<file path="src/rtl/dsep_pkg.sv">
package dsep_pkg;

    // Phase detector states
    typedef enum logic [1:0] {
        PD_IDLE  = 2'd0,
        PD_ARMED = 2'd1,
        PD_UP    = 2'd2,
        PD_DN    = 2'd3
    } pd_state_t;

endpackage

</file>
<file path="src/rtl/dsep_sync.sv">
// Retimes an asynchronous pulse into the clock domain and emits a
// single-cycle strobe on each rising edge of the retimed level.
module dsep_sync #(
    parameter int STAGES = 2
) (
    input  logic clk,
    input  logic rst_n,
    input  logic din,
    output logic strobe_o
);
    logic [STAGES-1:0] stage_q;
    logic              last_q;

    genvar g;
    generate
        for (g = 0; g < STAGES; g++) begin : g_stage
            if (g == 0) begin : g_first
                always_ff @(posedge clk or negedge rst_n) begin
                    if (!rst_n) stage_q[0] <= 1'b0;
                    else        stage_q[0] <= din;
                end
            end else begin : g_next
                always_ff @(posedge clk or negedge rst_n) begin
                    if (!rst_n) stage_q[g] <= 1'b0;
                    else        stage_q[g] <= stage_q[g-1];
                end
            end
        end
    endgenerate

    always_ff @(posedge clk or negedge rst_n) begin
        if (!rst_n) last_q <= 1'b0;
        else        last_q <= stage_q[STAGES-1];
    end

    assign strobe_o = stage_q[STAGES-1] & ~last_q;
endmodule

</file>
<file path="src/rtl/dsep_ctr.sv">
// Wrapping up-counter with synchronous load and terminal-count flag.
module dsep_ctr #(
    parameter int W = 4
) (
    input  logic         clk,
    input  logic         rst_n,
    input  logic         load_i,
    input  logic [W-1:0] load_val_i,
    output logic         carry_o
);
    localparam logic [W-1:0] TOP = {W{1'b1}};

    logic [W-1:0] cnt_q;

    always_ff @(posedge clk or negedge rst_n) begin
        if (!rst_n)      cnt_q <= '0;
        else if (load_i) cnt_q <= load_val_i;
        else             cnt_q <= cnt_q + 1'b1;
    end

    assign carry_o = (cnt_q == TOP);
endmodule

</file>
<file path="src/rtl/dsep_win.sv">
// Window flag driven by the reference carry, and bit classification.
module dsep_win (
    input  logic clk,
    input  logic rst_n,
    input  logic carry_ref_i,
    input  logic strobe_i,
    output logic win_o,
    output logic sep_data_o,
    output logic sep_clk_o
);
    always_ff @(posedge clk or negedge rst_n) begin
        if (!rst_n)           win_o <= 1'b0;
        else if (carry_ref_i) win_o <= ~win_o;
    end

    always_ff @(posedge clk or negedge rst_n) begin
        if (!rst_n) begin
            sep_data_o <= 1'b0;
            sep_clk_o  <= 1'b0;
        end else begin
            sep_data_o <= strobe_i & win_o;
            sep_clk_o  <= strobe_i & ~win_o;
        end
    end
endmodule

</file>
<file path="src/rtl/dsep_pd_fsm.sv">
// Turns the order and spacing of two carries into one pump pulse.
module dsep_pd_fsm
    import dsep_pkg::*;
#(
    parameter int PUMP_MAX = 8
) (
    input  logic clk,
    input  logic rst_n,
    input  logic strobe_i,
    input  logic carry_ref_i,
    input  logic carry_trk_i,
    output logic pump_up_o,
    output logic pump_dn_o
);
    localparam int PW = $clog2(PUMP_MAX + 1);
    localparam logic [PW-1:0] WLIM = PUMP_MAX[PW-1:0];

    pd_state_t     state_q, state_d;
    logic [PW-1:0] width_q;
    logic          at_limit;

    assign at_limit = (width_q == WLIM);

    // state register
    always_ff @(posedge clk or negedge rst_n) begin
        if (!rst_n) state_q <= PD_IDLE;
        else        state_q <= state_d;
    end

    // pump width counter: primed while armed, advances while pumping
    always_ff @(posedge clk or negedge rst_n) begin
        if (!rst_n)                    width_q <= '0;
        else if (state_q == PD_ARMED)  width_q <= {{(PW-1){1'b0}}, 1'b1};
        else if (state_q == PD_UP || state_q == PD_DN)
                                       width_q <= width_q + 1'b1;
    end

    // next state
    always_comb begin
        state_d = state_q;
        unique case (state_q)
            PD_IDLE: begin
                if (strobe_i) state_d = PD_ARMED;
            end
            PD_ARMED: begin
                if (carry_ref_i && carry_trk_i) state_d = PD_IDLE;
                else if (carry_trk_i)           state_d = PD_UP;
                else if (carry_ref_i)           state_d = PD_DN;
            end
            PD_UP: begin
                if (carry_ref_i || at_limit) state_d = PD_IDLE;
            end
            PD_DN: begin
                if (carry_trk_i || at_limit) state_d = PD_IDLE;
            end
            default: state_d = PD_IDLE;
        endcase
    end

    // outputs
    always_comb begin
        pump_up_o = 1'b0;
        pump_dn_o = 1'b0;
        unique case (state_q)
            PD_UP:   pump_up_o = 1'b1;
            PD_DN:   pump_dn_o = 1'b1;
            default: ;
        endcase
    end
endmodule

</file>
<file path="src/rtl/dsep_top.sv">
module dsep_top #(
    parameter int CNT_W       = 4,
    parameter int PRE_SD      = 8,
    parameter int PRE_DD      = 12,
    parameter int PUMP_MAX    = 8,
    parameter int SYNC_STAGES = 2
) (
    input  logic osc_clk,
    input  logic rst_n,
    input  logic rd_raw,
    input  logic dens_dbl,
    output logic pump_up,
    output logic pump_dn,
    output logic sep_data,
    output logic sep_clk,
    output logic win_data
);
    localparam logic [CNT_W-1:0] PSET_SD = PRE_SD[CNT_W-1:0];
    localparam logic [CNT_W-1:0] PSET_DD = PRE_DD[CNT_W-1:0];

    logic             strobe;
    logic             carry1;
    logic             carry2;
    logic [CNT_W-1:0] preset;

    assign preset = dens_dbl ? PSET_DD : PSET_SD;

    dsep_sync #(.STAGES(SYNC_STAGES)) u_sync (
        .clk      (osc_clk),
        .rst_n    (rst_n),
        .din      (rd_raw),
        .strobe_o (strobe)
    );

    dsep_ctr #(.W(CNT_W)) u_ref_ctr (
        .clk        (osc_clk),
        .rst_n      (rst_n),
        .load_i     (1'b0),
        .load_val_i ({CNT_W{1'b0}}),
        .carry_o    (carry1)
    );

    dsep_ctr #(.W(CNT_W)) u_trk_ctr (
        .clk        (osc_clk),
        .rst_n      (rst_n),
        .load_i     (strobe),
        .load_val_i (preset),
        .carry_o    (carry2)
    );

    dsep_win u_win (
        .clk         (osc_clk),
        .rst_n       (rst_n),
        .carry_ref_i (carry1),
        .strobe_i    (strobe),
        .win_o       (win_data),
        .sep_data_o  (sep_data),
        .sep_clk_o   (sep_clk)
    );

    dsep_pd_fsm #(.PUMP_MAX(PUMP_MAX)) u_pd (
        .clk         (osc_clk),
        .rst_n       (rst_n),
        .strobe_i    (strobe),
        .carry_ref_i (carry1),
        .carry_trk_i (carry2),
        .pump_up_o   (pump_up),
        .pump_dn_o   (pump_dn)
    );
endmodule

</file>
<file path="config.mk">
export PLATFORM = sky130hd
export DESIGN_NAME = dsep_top
export DESIGN_NICKNAME = d
export VERILOG_FILES = /design/src/rtl/dsep_pkg.sv /design/src/rtl/dsep_sync.sv /design/src/rtl/dsep_ctr.sv /design/src/rtl/dsep_win.sv /design/src/rtl/dsep_pd_fsm.sv /design/src/rtl/dsep_top.sv
export SDC_FILE = /design/constraint.sdc
export NUM_CORES = 1
export LEC_CHECK = 0
export BUFFER_PORTS_ARGS = -buffer_cell sky130_fd_sc_hd__buf_2
export CAP_MARGIN = 20
export CORE_MARGIN = 2
export CORE_UTILIZATION = 30
export CTS_CLUSTER_DIAMETER = 120
export DETAILED_ROUTE_END_ITERATION = 8
export PLACE_DENSITY_LB_ADDON = 0.15
export SLEW_MARGIN = 20
export SYNTH_ARGS = -nofsm -noshare
export SYNTH_HDL_FRONTEND = slang
export SYNTH_SLANG_ARGS = --single-unit
</file>
<file path="constraint.sdc">
create_clock -name osc_clk -period 2.2 [get_ports osc_clk]
set_clock_uncertainty 0.2 [all_clocks]
set_input_delay 0.22 -clock osc_clk [delete_from_list [all_inputs] [get_ports osc_clk]]
set_output_delay 0.22 -clock osc_clk [all_outputs]
set_load 0.1 [all_outputs]
</file>
* Yosys cells after proc, flatten, opt, wreduce, memory -nomap -nowiden
Cells that the tools add are included.
** Cells by class
- Add/sub/neg operators :: 3
- Equal/unequal tests :: 10
- Muxes and demuxes :: 13
- Bitwise gates (word level) :: 5
- Reduce and logical (&&, ||, !) cells :: 7
** Operators with widths (number)
- 4-bit by 1-bit adder with 4-bit output (second input constant) :: 3
- 4-bit equality test (second input constant) :: 3
- 2-bit 2-to-1 mux :: 6
- 4-bit 2-to-1 mux :: 3
- 2-bit one-hot mux with 4 select lines :: 1
- 2-bit != test (second input constant) :: 3
- 2-bit equality test (second input constant) :: 2
- 4-bit by 2-bit != test with 1-bit output (second input constant) :: 1
- 4-bit AND reduction :: 1
- 1-bit AND :: 3
- 1-bit logical OR :: 3
- 3-bit 2-to-1 mux :: 1
- 2-bit by 1-bit equality test with 1-bit output (second input constant) :: 1
- 2-bit logical NOT :: 1
- 1-bit 2-to-1 mux :: 2
- 1-bit NOT :: 2
- 2-bit nonzero test :: 1
- 1-bit logical AND :: 1
** Word-level totals
- Flip-flop bits (word level) :: 20
- Input bits :: 4
- Output and inout bits :: 5
- Logic and storage cells :: 48

* Logic depth before layout (Yosys ltp)
- Depth in word-level cells :: 5
- Gate-level depth with buffers :: 5
- Depth with buffers taken out :: 5

* Modules after synthesis
A second synthesis with hierarchy kept.
** Second synthesis, totals
- Cell total of the unflattened synthesis :: 79
- Area, all modules :: 908.4 sq um
** Modules (own cells, without submodules)
- dsep_pd_fsm :: instances 1, cells an instance 35, area an instance 344.1 sq um, sequential area each 150.1 sq um
- dsep_ctr (u_trk_ctr) :: instances 1, cells an instance 16, area an instance 190.2 sq um, sequential area each 100.1 sq um
- dsep_ctr (u_ref_ctr) :: instances 1, cells an instance 16, area an instance 180.2 sq um, sequential area each 100.1 sq um
- dsep_win :: instances 1, cells an instance 6, area an instance 97.6 sq um, sequential area each 75.1 sq um
- dsep_sync :: instances 1, cells an instance 4, area an instance 88.8 sq um, sequential area each 75.1 sq um
- dsep_top :: instances 1, cells an instance 2, area an instance 7.5 sq um, sequential area each 0.0 sq um

* Least setup slack after synthesis
Ideal clock, no wire load.
- Path type :: reg2out
- Start point :: register u_pd.state_q[1]
- End point :: output port pump_up
- Data arrival time :: 1.885 ns
- Required time :: 1.780 ns
- Slack :: -0.105 ns
- Stages on the path, launching flop included :: 3
- Path buffers :: 1
- Cells stage by stage :: dfrtp_1 buf_2 nor2b_1
** Between the ends
- Word-level cells in the longest chain between the ends :: 2
** RTL lines
- from (decl) :: line dsep_pd_fsm.sv:18 : pd_state_t state_q, state_d;
- from (signal assigned) :: line dsep_pd_fsm.sv:27 : else state_q <= state_d;
- 2-bit equality test :: line dsep_pd_fsm.sv:64 : unique case (state_q)
- 1-bit 2-to-1 mux :: line dsep_pd_fsm.sv:64
- to (decl) :: line dsep_top.sv:12 : output logic pump_up,
Every way passes these cells.

* Worst setup path after layout
Same ends and word-level chain as after synthesis.

==> out/metrics.cfg <==
[yosys]
synth_area_um2 = 850
synth-edff-count = 0
ys_seq_area_share_pct = 58.9
synth_warnings = 0
ys_seq_elements = 20
synth_flop_cell = dfrtp_1
ys_async_sr_fraction_pct = 100
avgSynthCellArea_um2 = 12.5
synthDistinctLibCells = 24
syn-num-nets = 76
synthCells = 68

[finish]
fillCellCount = 266
drive_gt1_share_pct = 23.5
diodes = 0
multiInputGateArea_um2 = 324
syn_to_final_growth_pct = 15.9
regArea_um2 = 500
final_common_cell = dfrtp_1
nets = 90
design_area_um2 = 985
mostFrequentLayoutCells = 20 x dfrtp_1, 8 x buf_2, 5 x xnor2_1

[critical_path]
arrival_ns = 1.47
critical_path_buf_inv_count = 1
crit_chain = nor2b_2, buf_2
cp.required_ns = 1.78
cpPeakStageDelay_ns = 0.56
cp_max_fo = 12
cpLargestDelayFamily = flip-flops
path_class = flop to output pin
endpoint_kind = output pin
slowest_stage = dfrtp_1
crit_path_start_kind = flop

[route]
wl_per_cell_um = 11.6
vias = 492
drc = 0
drtPass1Iterations = 5
drt-initial-drc-count = 10
ant_nets = 0
routed_via_density = 4.39
wirelength_um = 1300

[global_route]
grt_overflow = 0
antenna_found_initial = 0
grt_pass1_vias = 506
grt_usage_pct = 9.59
grt_max_degree = 21
grt_pass1_wl_um = 2310

[placed_design]
dp_slack_ns = 0.638
io_buffers = 8
post-dp-hpwl_um = 906
placed_area_um2 = 918
gp_congestion = 0.690

[power_and_ir_drop]
power.density_nw_per_um2 = 1170
leakage_nw = 0.461
peakVddDrop_mv = 1.01
report.power.total_mw = 1.16

[clock_tree]
htree_levels = 1
cts_made_buffers = 3
clock_latency_ns = 0.29
clock-sinks = 20
cts-root-buf = clkbuf_4
cts_buffer_depth = 2
clkSlewWorstSetupHoldPaths_ns = 0.11
cts_tree = built

[hold_path]
hp-class = flop to flop

[floorplan]
core-area_um2 = 2730
fp-row-count = 19
fp.dieH_um = 57.2
die-area_um2 = 3270
initial_utilization_pct = 31.1
io_pins = 9
die_x_um = 57.2

[run_status]
status = finished, final reports clean

[timing]
setup_viol = 0
tns_ns = 0
maxSlewHeadroom_pct = 67.9
finalCritPeriodShare_pct = 86.0
worst_slew_pin_slew_ns = 0.485
min_period_ns = 1.89
grt_setup_unrepaired = false
fin_ws_ns = 0.307
final_max_slew_viol_count = 0
hold_violations = 0
fmax_ghz = 0.528

[run]
cap_violations = 0

-- sequential cells by signal, summed over array words and instances, names as in the netlist --
signal and cells:
u_win.win_o 1, u_sync.last_q 1, u_sync.stage_q 2, u_pd.width_q 4, u_win.sep_data_o 1, u_win.sep_clk_o 1, u_pd.state_q 2, u_trk_ctr.cnt_q 4
u_ref_ctr.cnt_q 4
-- logic make-up (layout without fill, tap and decap cells) --
kind of cell | Yosys count | count (layout) | synth area share (%)
mux | 2 | 2 | 2.36
xor+xnor | 8 | 8 | 8.25
buf+inv | 6 | 19 | 3.24
fa+ha+maj | 4 | 4 | 5.89
compound gates | 9 | 9 | 8.25
flops | 20 | 20 | 58.9
simple gates | 19 | 19 | 13.1
-- worst paths after layout --
kind / start / slack (ns) / cells after the start / end
max in group asynchronous: rst_n / 1.30 / 2 / u_ref_ctr.cnt_q[2]
hold reg to reg: u_sync.stage_q[0] / 0.16 / 0 / u_sync.stage_q[1]
setup reg to reg: u_pd.width_q[0] / 0.82 / 5 / u_pd.state_q[1]
hold / removal: u_sync.stage_q[0] / 0.16 / 0 / u_sync.stage_q[1]
setup / recovery: u_pd.state_q[1] / 0.31 / 2 / pump_up
min in group asynchronous: rst_n / 0.19 / 2 / u_trk_ctr.cnt_q[0]
-- per-stage QoR --
| step | std cells | hold slack [ns] | utilization [%] |
|---|---|---|---|
| after floorplan | 68 | -0.276 | - |
| after global placement | 105 | -0.00442 | 33.6 |
| after detailed placement | 105 | -0.00275 | 33.6 |
| after CTS | 112 | 0.162 | 36.0 |
| after global routing | 112 | 0.174 | 36.0 |
| final | 112 | 0.159 | 36.0 |
-- final cells by class --
class / count / share of cell area [%]
timing repair buffer: 11 / 7.12
inverter: 4 / 1.52
multi-input combinational: 42 / 32.9
sequential: 20 / 50.8
tap: 31 / 3.94
clock buffer: 4 / 3.68
-- per-layer routing --
layer / wire, µm / track usage, % / part of all wire (%) / vias up
met5: 0 / 0 / 0 / -
met4: 26 / 4.98 / 2.0 / 0
met3: 42 / 4.08 / 3.2 / 2
met2: 585 / 14.4 / 45 / 6
met1: 643 / 11.7 / 50 / 233
li1: - / - / - / 251
-- cell usage after synthesis (2+ instances only) --
master	instances	area, µm²
mux2i_1	2	20.0
xor2_1	3	26.3
and2_1	3	18.8
nand3_1	2	10.0
nand2_1	4	15.0
dfrtp_1	20	500
inv_1	4	15.0
nand3_2	3	30.0
o21ai_0	3	15.0
ha_1	4	50.1
nor2_1	3	11.3
xnor2_1	5	43.8
-- report_power, final --
group | total (mW) | leakage [nW] | switching, mW | internal, mW
clock | 0.212 | 0.0210 | 0.111 | 0.101
combinational | 0.397 | 0.201 | 0.254 | 0.143
sequential | 0.548 | 0.239 | 0.103 | 0.445
-- worst register-to-register path, cell delays in order, from the launching register on --
cell and delay (ns):
dfrtp_1 0.44, inv_1 0.07, ha_1 0.14, nand2_1 0.06
o21ai_0 0.23, o32ai_2 0.12
-- timing repair --
item | in CTS | in global routing
setup endpoints to repair | 0 | 0
setup buffers | 0 | 0
hold endpoints to repair | 22 | 0
hold buffers | 3 | 0
gates resized for setup | 0 | 0
(Power assumes the default switching activity.)
